--- config.mk ---
export PLATFORM = sky130hd
export DESIGN_NAME = bus_clk_prescaler
export DESIGN_NICKNAME = d
export VERILOG_FILES = /design/src/rtl/busclk_pkg.sv /design/src/rtl/presc_apb_stage.sv /design/src/rtl/presc_divider_path.sv /design/src/rtl/presc_ratio_ctrl.sv /design/src/rtl/bus_clk_prescaler.sv
export SDC_FILE = /design/constraint.sdc
export NUM_CORES = 1
export LEC_CHECK = 0
export BUFFER_PORTS_ARGS = -buffer_cell sky130_fd_sc_hd__buf_2
export CORE_MARGIN = 10
export CORE_UTILIZATION = 24
export CTS_BUF_LIST = sky130_fd_sc_hd__clkbuf_8
export DETAILED_ROUTE_END_ITERATION = 10
export GPL_TIMING_DRIVEN = 0
export PLACE_DENSITY = 0.47
export RECOVER_POWER = 100
export SYNTH_ARGS = -nofsm -noshare
export SYNTH_HDL_FRONTEND = slang
export SYNTH_SLANG_ARGS = --single-unit
export TNS_END_PERCENT = 5
--- constraint.sdc ---
create_clock -name clk -period 2.8 [get_ports clk]
set_clock_uncertainty 0.1 [all_clocks]
set_input_delay 0.42 -clock clk [delete_from_list [all_inputs] [get_ports clk]]
set_output_delay 0.42 -clock clk [all_outputs]
set_load 0.01 [all_outputs]
--- src/rtl/busclk_pkg.sv ---
package busclk_pkg;

  localparam int AHB_CODE_W    = 4;
  localparam int APB_CODE_W    = 3;
  localparam int AHB_MAX_SHIFT = 9;
  localparam int APB_MAX_SHIFT = 4;
  localparam int NUM_APB       = 2;
  localparam int AHB_SHIFT_W   = $clog2(AHB_MAX_SHIFT + 1);
  localparam int APB_SHIFT_W   = $clog2(APB_MAX_SHIFT + 1);
  localparam int AHB_CNT_W     = AHB_MAX_SHIFT;
  localparam int APB_CNT_W     = APB_MAX_SHIFT;

  typedef logic [AHB_SHIFT_W-1:0] ahbShift_t;
  typedef logic [APB_SHIFT_W-1:0] apbShift_t;

  // Ratios in effect, driven by control toward the datapath
  typedef struct packed {
    ahbShift_t                  ahbShift;
    logic [NUM_APB-1:0][APB_SHIFT_W-1:0] apbShift;
  } ratioSel_t;

  // Period boundaries, returned by the datapath to control
  typedef struct packed {
    logic               ahbEdge;
    logic [NUM_APB-1:0] apbEdge;
  } edgeStrobe_t;

  // 0xxx -> 0; 10ss -> ss+1; 11ss -> ss+6 (a divide-by-32 step is skipped)
  function automatic ahbShift_t decodeAhb(input logic [AHB_CODE_W-1:0] code);
    ahbShift_t s;
    if (!code[3])      s = '0;
    else if (!code[2]) s = ahbShift_t'({2'b00, code[1:0]} + 4'd1);
    else               s = ahbShift_t'({2'b00, code[1:0]} + 4'd6);
    return s;
  endfunction

  // 0xx -> 0; 1ss -> ss+1
  function automatic apbShift_t decodeApb(input logic [APB_CODE_W-1:0] code);
    apbShift_t s;
    if (!code[2]) s = '0;
    else          s = apbShift_t'({1'b0, code[1:0]} + 3'd1);
    return s;
  endfunction

  // Terminal count (2^shift - 1) as a run of low-order ones
  function automatic logic [AHB_CNT_W-1:0] maskAhb(input ahbShift_t s);
    logic [AHB_CNT_W-1:0] m;
    for (int i = 0; i < AHB_CNT_W; i++) m[i] = (i < int'(s));
    return m;
  endfunction

  function automatic logic [APB_CNT_W-1:0] maskApb(input apbShift_t s);
    logic [APB_CNT_W-1:0] m;
    for (int i = 0; i < APB_CNT_W; i++) m[i] = (i < int'(s));
    return m;
  endfunction

endpackage

--- src/rtl/presc_apb_stage.sv ---
module presc_apb_stage
  import busclk_pkg::*;
(
  input  logic      clk,
  input  logic      rstN,
  input  logic      tick,
  input  apbShift_t shift,
  output logic      busEn,
  output logic      timEn
);

  logic [APB_CNT_W-1:0] cnt;
  logic [APB_CNT_W-1:0] termMask;
  logic [APB_CNT_W-1:0] halfMask;

  assign termMask = maskApb(shift);
  assign halfMask = termMask >> 1;

  // The timer taps the counter at half the bus period. With shift 0
  // both masks are zero and the timer follows every tick.
  assign busEn = tick && (cnt == termMask);
  assign timEn = tick && ((cnt & halfMask) == halfMask);

  always_ff @(posedge clk or negedge rstN) begin
    if (!rstN) begin
      cnt <= '0;
    end else if (tick) begin
      if (cnt == termMask) cnt <= '0;
      else                 cnt <= cnt + 1'b1;
    end
  end

  assert_no_overflow_R3: assert property (@(posedge clk) disable iff (!rstN)
    cnt <= termMask);

  assert_tim_with_bus_R5: assert property (@(posedge clk) disable iff (!rstN)
    busEn |-> timEn);

endmodule

--- src/rtl/presc_divider_path.sv ---
module presc_divider_path
  import busclk_pkg::*;
(
  input  logic               clk,
  input  logic               rstN,
  input  ratioSel_t          sel,
  output logic               hclkEn,
  output logic [NUM_APB-1:0] pclkEn,
  output logic [NUM_APB-1:0] timEn,
  output edgeStrobe_t        edges
);

  logic [AHB_CNT_W-1:0] ahbCnt;
  logic [AHB_CNT_W-1:0] ahbMask;

  assign ahbMask = maskAhb(sel.ahbShift);
  assign hclkEn  = (ahbCnt == ahbMask);

  always_ff @(posedge clk or negedge rstN) begin
    if (!rstN)       ahbCnt <= '0;
    else if (hclkEn) ahbCnt <= '0;
    else             ahbCnt <= ahbCnt + 1'b1;
  end

  assert_ahb_cnt_bound_R2: assert property (@(posedge clk) disable iff (!rstN)
    ahbCnt <= ahbMask);

  for (genvar g = 0; g < NUM_APB; g++) begin : g_apb
    presc_apb_stage u_stage (
      .clk   (clk),
      .rstN  (rstN),
      .tick  (hclkEn),
      .shift (sel.apbShift[g]),
      .busEn (pclkEn[g]),
      .timEn (timEn[g])
    );

    assert_pclk_in_hclk_R4: assert property (@(posedge clk) disable iff (!rstN)
      pclkEn[g] |-> hclkEn);
  end

  assign edges.ahbEdge = hclkEn;
  assign edges.apbEdge = pclkEn;

endmodule

--- src/rtl/presc_ratio_ctrl.sv ---
module presc_ratio_ctrl
  import busclk_pkg::*;
(
  input  logic                                clk,
  input  logic                                rstN,
  input  logic [AHB_CODE_W-1:0]               ahbCode,
  input  logic [NUM_APB-1:0][APB_CODE_W-1:0]  apbCode,
  input  edgeStrobe_t                         edges,
  output ratioSel_t                           sel
);

  ahbShift_t                           ahbQ;
  logic [NUM_APB-1:0][APB_SHIFT_W-1:0] apbQ;

  // A ratio is replaced only on the last cycle of its running period
  always_ff @(posedge clk or negedge rstN) begin
    if (!rstN) begin
      ahbQ <= '0;
      apbQ <= '0;
    end else begin
      if (edges.ahbEdge) ahbQ <= decodeAhb(ahbCode);
      for (int i = 0; i < NUM_APB; i++) begin
        if (edges.apbEdge[i]) apbQ[i] <= decodeApb(apbCode[i]);
      end
    end
  end

  assign sel.ahbShift = ahbQ;
  assign sel.apbShift = apbQ;

  assert_ahb_hold_R7: assert property (@(posedge clk) disable iff (!rstN)
    !edges.ahbEdge |=> $stable(sel.ahbShift));

  for (genvar g = 0; g < NUM_APB; g++) begin : g_hold
    assert_apb_hold_R8: assert property (@(posedge clk) disable iff (!rstN)
      !edges.apbEdge[g] |=> $stable(sel.apbShift[g]));
  end

endmodule

--- src/rtl/bus_clk_prescaler.sv ---
module bus_clk_prescaler
  import busclk_pkg::*;
(
  input  logic       clk,
  input  logic       rstN,
  input  logic [3:0] ahbCode,
  input  logic [2:0] apb1Code,
  input  logic [2:0] apb2Code,
  output logic       hclkEn,
  output logic       pclk1En,
  output logic       pclk2En,
  output logic       tim1En,
  output logic       tim2En,
  output logic [3:0] ahbShift,
  output logic [2:0] apb1Shift,
  output logic [2:0] apb2Shift
);

  logic [NUM_APB-1:0][APB_CODE_W-1:0] apbCodeVec;
  ratioSel_t          sel;
  edgeStrobe_t        edges;
  logic [NUM_APB-1:0] pclkVec;
  logic [NUM_APB-1:0] timVec;

  assign apbCodeVec[0] = apb1Code;
  assign apbCodeVec[1] = apb2Code;

  presc_ratio_ctrl u_ctrl (
    .clk     (clk),
    .rstN    (rstN),
    .ahbCode (ahbCode),
    .apbCode (apbCodeVec),
    .edges   (edges),
    .sel     (sel)
  );

  presc_divider_path u_path (
    .clk    (clk),
    .rstN   (rstN),
    .sel    (sel),
    .hclkEn (hclkEn),
    .pclkEn (pclkVec),
    .timEn  (timVec),
    .edges  (edges)
  );

  assign pclk1En   = pclkVec[0];
  assign pclk2En   = pclkVec[1];
  assign tim1En    = timVec[0];
  assign tim2En    = timVec[1];
  assign ahbShift  = sel.ahbShift;
  assign apb1Shift = sel.apbShift[0];
  assign apb2Shift = sel.apbShift[1];

endmodule

Word level (Yosys, flattened, before mapping)
Cells that the tools add are included.
- bits in registers: 27
- input bits: 12
- output and inout port bits: 15
- add/sub/neg operators: 7
- magnitude comparators: 17
- eq/ne operators: 5
- mux-type cells: 7
- bitwise gates (word level): 2
- reduce and logical (&&, ||, !) cells: 4
- operators by type and width (kind ; number):
    3-bit by 4-bit < comparator with 1-bit output (first input constant) ; 4
    4-bit 2-to-1 mux ; 4
    1-bit by 3-bit < comparator with 1-bit output (first input constant) ; 4
    2-bit by 3-bit < comparator with 1-bit output (first input constant) ; 4
    2-bit by 1-bit adder with 3-bit output (second input constant) ; 3
    9-bit by 1-bit adder with 9-bit output (second input constant) ; 1
    9-bit == test ; 1
    9-bit 2-to-1 mux ; 1
    4-bit by 1-bit adder with 4-bit output (second input constant) ; 2
    4-bit by 3-bit bitwise AND with 4-bit output ; 2
    4-bit by 3-bit == test with 1-bit output ; 2
    4-bit == test ; 2
    1-bit by 4-bit < comparator with 1-bit output (first input constant) ; 2
    2-bit by 4-bit < comparator with 1-bit output (first input constant) ; 2
    3-bit 2-to-1 mux ; 2
    2-bit by 3-bit adder with 4-bit output (second input constant) ; 1
    1-bit logical AND ; 4
    4-bit < comparator (first input constant) ; 1

Depth between registers and ports, before layout
Gate-level depths: netlist of the first run.
- depth in word-level cells: 4
- depth in mapped cells: 8
- gate-level depth less buffers: 6

Cells and area by module
From an unflattened synthesis of the first run, not the netlist that was laid out.
- cells, all modules: 182
- area, all modules: 1719.1 µm²
- by module, submodules not included (module ; times used ; cells an instance ; area an instance (µm²)):
    presc_divider_path ; 1 ; 73 ; 684.4
    presc_apb_stage ; 2 ; 32 ; 291.5
    presc_ratio_ctrl ; 1 ; 45 ; 451.7

Least setup slack after synthesis of the first run
Ideal clock, no wire load.
- path type: register to output
- start point: register u_ctrl.ahbQ[0]
- end point: output tim1En
- arrival: 1.994 ns
- required time: 2.280 ns
- slack: 0.286 ns
- cell stages (with the launch flop): 6
- cells stage by stage: dfrtp_1 or4_1 a21oi_1 o32ai_4 clkbuf_1 a211oi_1
- cells in the longest elaborated chain, start to end: 3
- ends and longest elaborated chain (what ; RTL line ; RTL):
    start, declared ; presc_ratio_ctrl.sv:12 ; ahbShift_t ahbQ;
    start signal, assigned ; presc_ratio_ctrl.sv:21 ; if (edges.ahbEdge) ahbQ <= decodeAhb(ahbCode);
    1-bit by 4-bit < comparator with 1-bit output, or another cell as far along ; busclk_pkg.sv:48 ; for (int i = 0; i < AHB_CNT_W; i++) m[i] = (i < int'(s));
    9-bit == test * ; presc_divider_path.sv:17 ; assign hclkEn = (ahbCnt == ahbMask);
    1-bit logical AND * ; presc_apb_stage.sv:22 ; assign timEn = tick && ((cnt & halfMask) == halfMask);
    end, declared ; bus_clk_prescaler.sv:12 ; output logic tim1En,
Every way passes the cells marked *; elsewhere a longest branch is shown, timed or not.

Final worst setup path of the first run
- start point: register u_ctrl.ahbQ[2]
- end point: output pclk2En
- cells in the longest elaborated chain, start to end: 3
- ends and longest elaborated chain (what ; RTL line ; RTL):
    1-bit by 4-bit < comparator with 1-bit output, or another cell as far along ; busclk_pkg.sv:48 ;
    9-bit == test * ; presc_divider_path.sv:17 ;
    1-bit logical AND * ; presc_apb_stage.sv:21 ; assign busEn = tick && (cnt == termMask);
    end, declared ; bus_clk_prescaler.sv:11 ; output logic pclk2En,
Marks and branches as above.

==> results of run 1 <==
[area by class of cell]
class / count / area, um^2
buffer: 7 / 76.3
clock inverter: 1 / 3.75
multi-input combinational: 153 / 1150
inverter: 5 / 18.8
fill: 763 / 4930
clock buffer: 3 / 41.3
tap: 99 / 124
sequential: 27 / 678
timing repair buffer: 41 / 230
[logic make-up (layout without fill, tap and decap cells)]
| logic type | Yosys count | in the layout | share of synthesized area [%] |
|---|---|---|---|
| AO/OA/AOI/OAI | 46 | 47 | 19.1 |
| XOR/XNOR | 9 | 9 | 4.42 |
| adder cells (fa/ha/maj) | 6 | 6 | 4.21 |
| buffers and inverters | 14 | 57 | 3.79 |
| flip-flops | 27 | 27 | 37.9 |
| multiplexers | 9 | 9 | 5.61 |
| AND/OR/NAND/NOR | 82 | 82 | 25.0 |
[worst max-delay path, cell delays in order (launching register included)]
cell,delay (ns)
dfrtp_2,0.47
buf_6,0.15
a211o_1,0.26
a311oi_4,0.39
o32ai_4,0.21
buf_4,0.20
nor3_4,0.16
buf_2,0.15
[report_power, final]
part           switching (uW)  internal, uW
clock                     129          98.7
sequential                  0           390
combinational            17.7          11.3
total                     147           500
[stage by stage]
stage | hold WS, ns | worst slack, ns | cell area [um^2] | std cells
4_1_cts | 0.0802 | -0.0953 | 2140 | 325
6_report | 0.290 | 0.00334 | 2330 | 336
2_1_floorplan | 0.0244 | 0.286 | 1780 | 193
3_5_place_dp | 0.390 | -0.0339 | 2040 | 318
3_3_place_gp | 0.389 | -0.0187 | 2040 | 318
5_1_grt | 0.291 | -0.111 | 2330 | 336
[worst paths after layout]
check / end / slack (ns) / depth (start not counted)
setup / recovery: pclk2En / 0.003 / 7
hold / removal: u_ctrl.ahbQ[0]$_DFFE_PN0N_ / 0.29 / 3
setup reg to reg: u_path.g_apb[1].u_stage.cnt[3]$_DFFE_PN0N_ / 0.27 / 8
hold reg to reg: u_path.g_apb[1].u_stage.cnt[3]$_DFFE_PN0N_ / 0.48 / 1
max in group asynchronous: u_ctrl.ahbQ[2]$_DFFE_PN0N_ / 1.23 / 1
min in group asynchronous: u_path.ahbCnt[6]$_DFF_PN0_ / 0.38 / 1
[repair_timing]
| item | CTS | global route |
|---|---|---|
| buffers inserted | 3 | 10 |
| setup endpoints to repair | 5 | 5 |
| cloned | 0 | 3 |
| resized for setup | 12 | 28 |
| hold buffers | 0 | 0 |
| pin swaps | 2 | 7 |
| hold endpoints to repair | 0 | 0 |
[cells in the final DEF, fill, tap and decap left out, types with 2 or more instances in the layout]
cell type and count:
dfrtp_1 25, buf_2 23, nand2_1 16, nor2_1 16
o21ai_0 13, buf_4 13, nor2b_1 9, nand3_1 8
inv_1 6, ha_1 6, clkbuf_1 6, buf_6 5
and3_1 5, o211ai_1 5, xnor2_1 5, xor2_1 4
mux2i_1 4, o31ai_1 4, nand4_1 3, mux2_2 3
clkbuf_8 3, or4_4 2, nor4_2 2, a21oi_1 2
o21a_1 2, nand2b_1 2, and2_1 2, nor3b_1 2
or2_2 2, nor4_1 2, a31oi_1 2, nor3_1 2
dfrtp_2 2
[state kept, by name, summed over array words and instances, names as in the netlist]
name / cells
u_ctrl.sel: 6
u_ctrl.ahbQ: 4
u_path.g_apb.u_stage.cnt: 8
u_path.ahbCnt: 9
[routing by layer]
metal  wire length, um  track usage (%)  share of wire, %  vias up
met3               208             2.48               4.3        6
met5                 0                0                 0        -
met1              2300             10.0                47      815
met2              2300             13.4                47       26
met4                63             2.51               1.3        0
li1                  -                -                 -      801
==> flow_metrics.env, run 1 <==
export IMPL_status="finished, violations left"
export IMPL_violations="max-capacitance violations, max-slew violations"
export IMPL_max_freq_ghz=0.358
export IMPL_grt_max_degree=28
export IMPL_clkSlewWorstSetupHoldPaths_ns=0.10
export IMPL_drtPass1Iterations=4
export IMPL_cp_required_ns=2.28
export IMPL_synth_yosys_seq_area_share_pct=37.9
export IMPL_synth_largest_area_cell="dfrtp_1"
export IMPL_route_vias_total=1648
export IMPL_setup_viol=0
export IMPL_cts_buffers=3
export IMPL_antenna_found_initial=0
export IMPL_p_leak_uw=0.000930
export IMPL_synth_edf_count=0
export IMPL_htreeDepth=1
export IMPL_synth_async_reset_ratio_pct=100
export IMPL_drive_gt1_share_pct=30.0
export IMPL_num_rows=31
export IMPL_die_x_um=106
export IMPL_yosysMostFrequentCell="dfrtp_1"
export IMPL_path_max_fanout=7
export IMPL_worst_pin_slew_ns=1.51
export IMPL_synth_top_cell_area_share_pct=37.9
export IMPL_vdd_drop_max_v=0.000134
export IMPL_synth_area_um2=1780
export IMPL_grt_pass1_wl_um=7800
export IMPL_netlist_top_cells_count="27 x dfrtp_1, 17 x nor2_1, 16 x nand2_1"
export IMPL_finalCritPeriodShare_pct=99.9
export IMPL_dp_hpwl_um=3270
export IMPL_totalWireLength_um=4880
export IMPL_finalMaxSlewViolations=28
export IMPL_place_gp_congestion=0.729
export IMPL_p_total_uw=646
export IMPL_timing_rr_start="u_ctrl.ahbQ[2]$_DFFE_PN0N_"
export IMPL_syn_inst=193
export IMPL_grt_pass1_vias=1613
export IMPL_ios=27
export IMPL_yosysUniqueCellTypes=52
export IMPL_post_route_min_period_ns=2.80
export IMPL_syn_nets=211
export IMPL_track_usage_pct=8.18
export IMPL_initial_utilization_pct=24.6
export IMPL_clockBufferDepth=2
export IMPL_finalHoldViolations=0
export IMPL_diodes=0
export IMPL_cts_sinks=27
export IMPL_yosys_warnings=0
export IMPL_cts_tree="yes"
export IMPL_grt_overflow_total=0
export IMPL_synth_main_ff_cell="dfrtp_1"
export IMPL_crit_type="flop to primary output"
export IMPL_rsz0062_at_grt="true"
export IMPL_maxSlewHeadroom_pct=-0.714
export IMPL_port_buffers=26
export IMPL_power_density_nw_per_um2=278
export IMPL_tns_ns=0
export IMPL_clockRootBuffer="clkbuf_8"
export IMPL_finalCoreUtilization_pct=32.1
export IMPL_maxCapViolations=1
export IMPL_avgSynthCellArea_um2=9.24
export IMPL_die_y_um=106
export IMPL_critPathArrivalTime_ns=2.28
export IMPL_hp_start="ahbCode[3]"
export IMPL_end_kind="primary output"
export IMPL_die_area_um2=11300
export IMPL_drt_iter0_drc=38
export IMPL_coreArea_um2=7250
export IMPL_clk_latency_ns=0.28
export IMPL_yosys_top_cells_area="dfrtp_1 38%, ha_1 4.2%, o21ai_0 3.9%, nor2_1 3.6%, nand2_1 3.4%"
export IMPL_wl_per_cell_um=14.5
export IMPL_startpoint_type="flop"
export IMPL_ys_ff_latch=27
export IMPL_fin_nets=256
export IMPL_crit_start="u_ctrl.ahbQ[2]$_DFFE_PN0N_"
export IMPL_via_per_inst=4.90
export IMPL_ant_nets=0
export IMPL_hold_path_class="primary input to flop"
export IMPL_drc=0
export IMPL_syn_to_final_growth_pct=30.4
(Power assumes the default switching activity.)
==> run 2: changes to the inputs <==
--- a/config.mk
+++ b/config.mk
@@ -11,7 +11,6 @@
 export CTS_BUF_LIST = sky130_fd_sc_hd__clkbuf_8
 export DETAILED_ROUTE_END_ITERATION = 10
 export GPL_TIMING_DRIVEN = 0
-export PLACE_DENSITY = 0.47
 export RECOVER_POWER = 100
 export SYNTH_ARGS = -nofsm -noshare
 export SYNTH_HDL_FRONTEND = slang
==> run 2 against run 1 <==
Effect of this change: the run still ends with max-capacitance violations, max-slew violations left; global-route usage is essentially flat; critical path depth grew 1; count of clock-buffer cells in the layout is the same; first-iteration DRC count grew 87%; critical endpoint is now tim1En.
==> flow_metrics.env, run 2 (same netlist as run 1, synthesis figures left out) <==
export IMPL_rr_worst_depth=8
export IMPL_die_area_um2=11300
export IMPL_largest_reg_flops=9
export IMPL_finalWorstSetupSlack_ns=0.0124
export IMPL_place_gp_congestion=0.787
export IMPL_grt_pass1_vias=1658
export IMPL_totalWireLength_um=4650
export IMPL_startpoint_type="flop"
export IMPL_layout_common_cells="24 x dfrtp_1, 18 x buf_2, 18 x buf_4, 16 x nand2_1, 16 x nor2_1"
export IMPL_diodes=0
export IMPL_finalMaxSlewViolations=28
export IMPL_max_freq_ghz=0.359
export IMPL_postPlaceCellArea_um2=2040
export IMPL_crit_type="flop to primary output"
export IMPL_setup_viol=0
export IMPL_hold_path_depth=3
export IMPL_clockBufferDepth=2
export IMPL_tns_ns=0
export IMPL_track_usage_pct=8.13
export IMPL_top_register="u_path.ahbCnt"
export IMPL_syn_to_final_growth_pct=34.4
export IMPL_num_rows=31
export IMPL_drc=0
export IMPL_reg2reg_slack_ns=0.28
export IMPL_finalHoldViolations=0
export IMPL_p_leak_uw=0.000978
export IMPL_ios=27
export IMPL_ctsHoldBuffers=0
export IMPL_timing_rr_start="u_ctrl.ahbQ[1]$_DFFE_PN0N_"
export IMPL_via_per_inst=4.89
export IMPL_grt_busiest_layer="met2"
export IMPL_cp_required_ns=2.28
export IMPL_mostFrequentLayoutCell="dfrtp_1"
export IMPL_die_y_um=106
export IMPL_grt_use_met3_pct=3.08
export IMPL_critPathArrivalTime_ns=2.27
export IMPL_rsz0062_at_grt="true"
export IMPL_drt_iter0_drc=71
export IMPL_worst_pin_slew_ns=1.51
export IMPL_dp_hpwl_um=3130
export IMPL_whs_ns=0.296
export IMPL_fin_nets=260
export IMPL_grt_pass1_wl_um=7800
export IMPL_finalCoreUtilization_pct=33.1
export IMPL_design_area_um2=2400
export IMPL_end_kind="primary output"
export IMPL_coreArea_um2=7250
export IMPL_hp_start="ahbCode[3]"
export IMPL_port_buffers=26
export IMPL_clkSlewWorstSetupHoldPaths_ns=0.10
export IMPL_initial_utilization_pct=24.6
export IMPL_drive_gt1_share_pct=32.8
export IMPL_clockRootBuffer="clkbuf_8"
export IMPL_maxSlewHeadroom_pct=-0.947
export IMPL_maxCapViolations=1
export IMPL_route_vias_total=1663
export IMPL_power_density_nw_per_um2=271
export IMPL_timing_rr_end="u_path.g_apb[0].u_stage.cnt[3]$_DFFE_PN0N_"
export IMPL_cts_sinks=27
export IMPL_grt_overflow_total=0
export IMPL_htreeDepth=1
export IMPL_grt_use_met2_pct=13.6
export IMPL_cts_tree="yes"
export IMPL_violations="max-capacitance violations, max-slew violations"
export IMPL_vdd_drop_max_v=0.000182
export IMPL_path_max_fanout=10
export IMPL_grt_max_degree=28
export IMPL_dp_slack_ns=0.101
export IMPL_clk_latency_ns=0.28
export IMPL_post_route_min_period_ns=2.79
export IMPL_use_met1_pct=9.78
export IMPL_drtPass1Iterations=4
export IMPL_die_x_um=106
export IMPL_wl_per_cell_um=13.7
export IMPL_min_to="u_ctrl.ahbQ[0]$_DFFE_PN0N_"
export IMPL_hold_path_class="primary input to flop"
export IMPL_status="finished, violations left"
export IMPL_antenna_found_initial=0
export IMPL_finalCritPeriodShare_pct=99.6
export IMPL_cts_buffers=3
export IMPL_ant_nets=0
run 2: cell types whose count changed in the layout (fill, tap and decap cells not counted), sizes merged:
cell | before | now
clkinv | 0 | 1
clkbuf | 9 | 12
inv | 6 | 5
a32o | 2 | 1
buf | 42 | 44
run 2: area by class of cell:
cell class | count | area, um^2
buffer | 8 | 88.8
inverter | 5 | 18.8
tap | 99 | 124
multi-input combinational | 152 | 1160
fill | 778 | 4850
timing repair buffer | 45 | 283
clock buffer | 3 | 41.3
sequential | 27 | 679
clock inverter | 1 | 5.00
run 2: stage by stage:
stage	std cells	total power (uW)
floorplan	193	407
global placement	318	426
detailed placement	318	428
CTS	335	663
global route	340	679
finish	340	650
run 2: layer usage:
layer  vias to the layer above  part of all wire [%]
met5                         -                     0
met4                         0                  0.60
met3                         4                   6.2
met2                        34                    47
met1                       818                    46
li1                        807                     -
run 2: how the worst max path moves through the flow:
stage / startpoint / end / slack [ns] / depth (start not counted)
floorplan: u_ctrl.ahbQ[0]$_DFFE_PN0N_ / tim1En / 0.29 / 5
CTS: u_ctrl.ahbQ[2]$_DFFE_PN0N_ / pclk1En / -0.008 / 6
global placement: u_ctrl.ahbQ[0]$_DFFE_PN0N_ / tim1En / 0.07 / 6
detailed placement: u_ctrl.ahbQ[0]$_DFFE_PN0N_ / tim1En / 0.10 / 6
finish: u_ctrl.ahbQ[1]$_DFFE_PN0N_ / tim1En / 0.01 / 8
global route: u_ctrl.ahbQ[1]$_DFFE_PN0N_ / tim2En / -0.06 / 7
run 2: where the power goes:
| part | switching, uW | internal, uW |
|---|---|---|
| sequential | 0 | 390 |
| clock | 131 | 100 |
| combinational | 17.9 | 11.5 |
| total | 149 | 501 |
run 2: timing repair:
item,in CTS,in global routing
gates resized for setup,23,18
endpoints found under the setup margin,5,5
pin swaps,5,6
buffers inserted,13,6
run 2: worst max-delay path: stages, from the launching register on:
cell and delay [ns]:
dfrtp_1 0.41, buf_4 0.13, nor2_2 0.03, or4_4 0.49, a32o_2 0.28, buf_6 0.14, buf_6 0.14, a211oi_2 0.19
buf_2 0.16
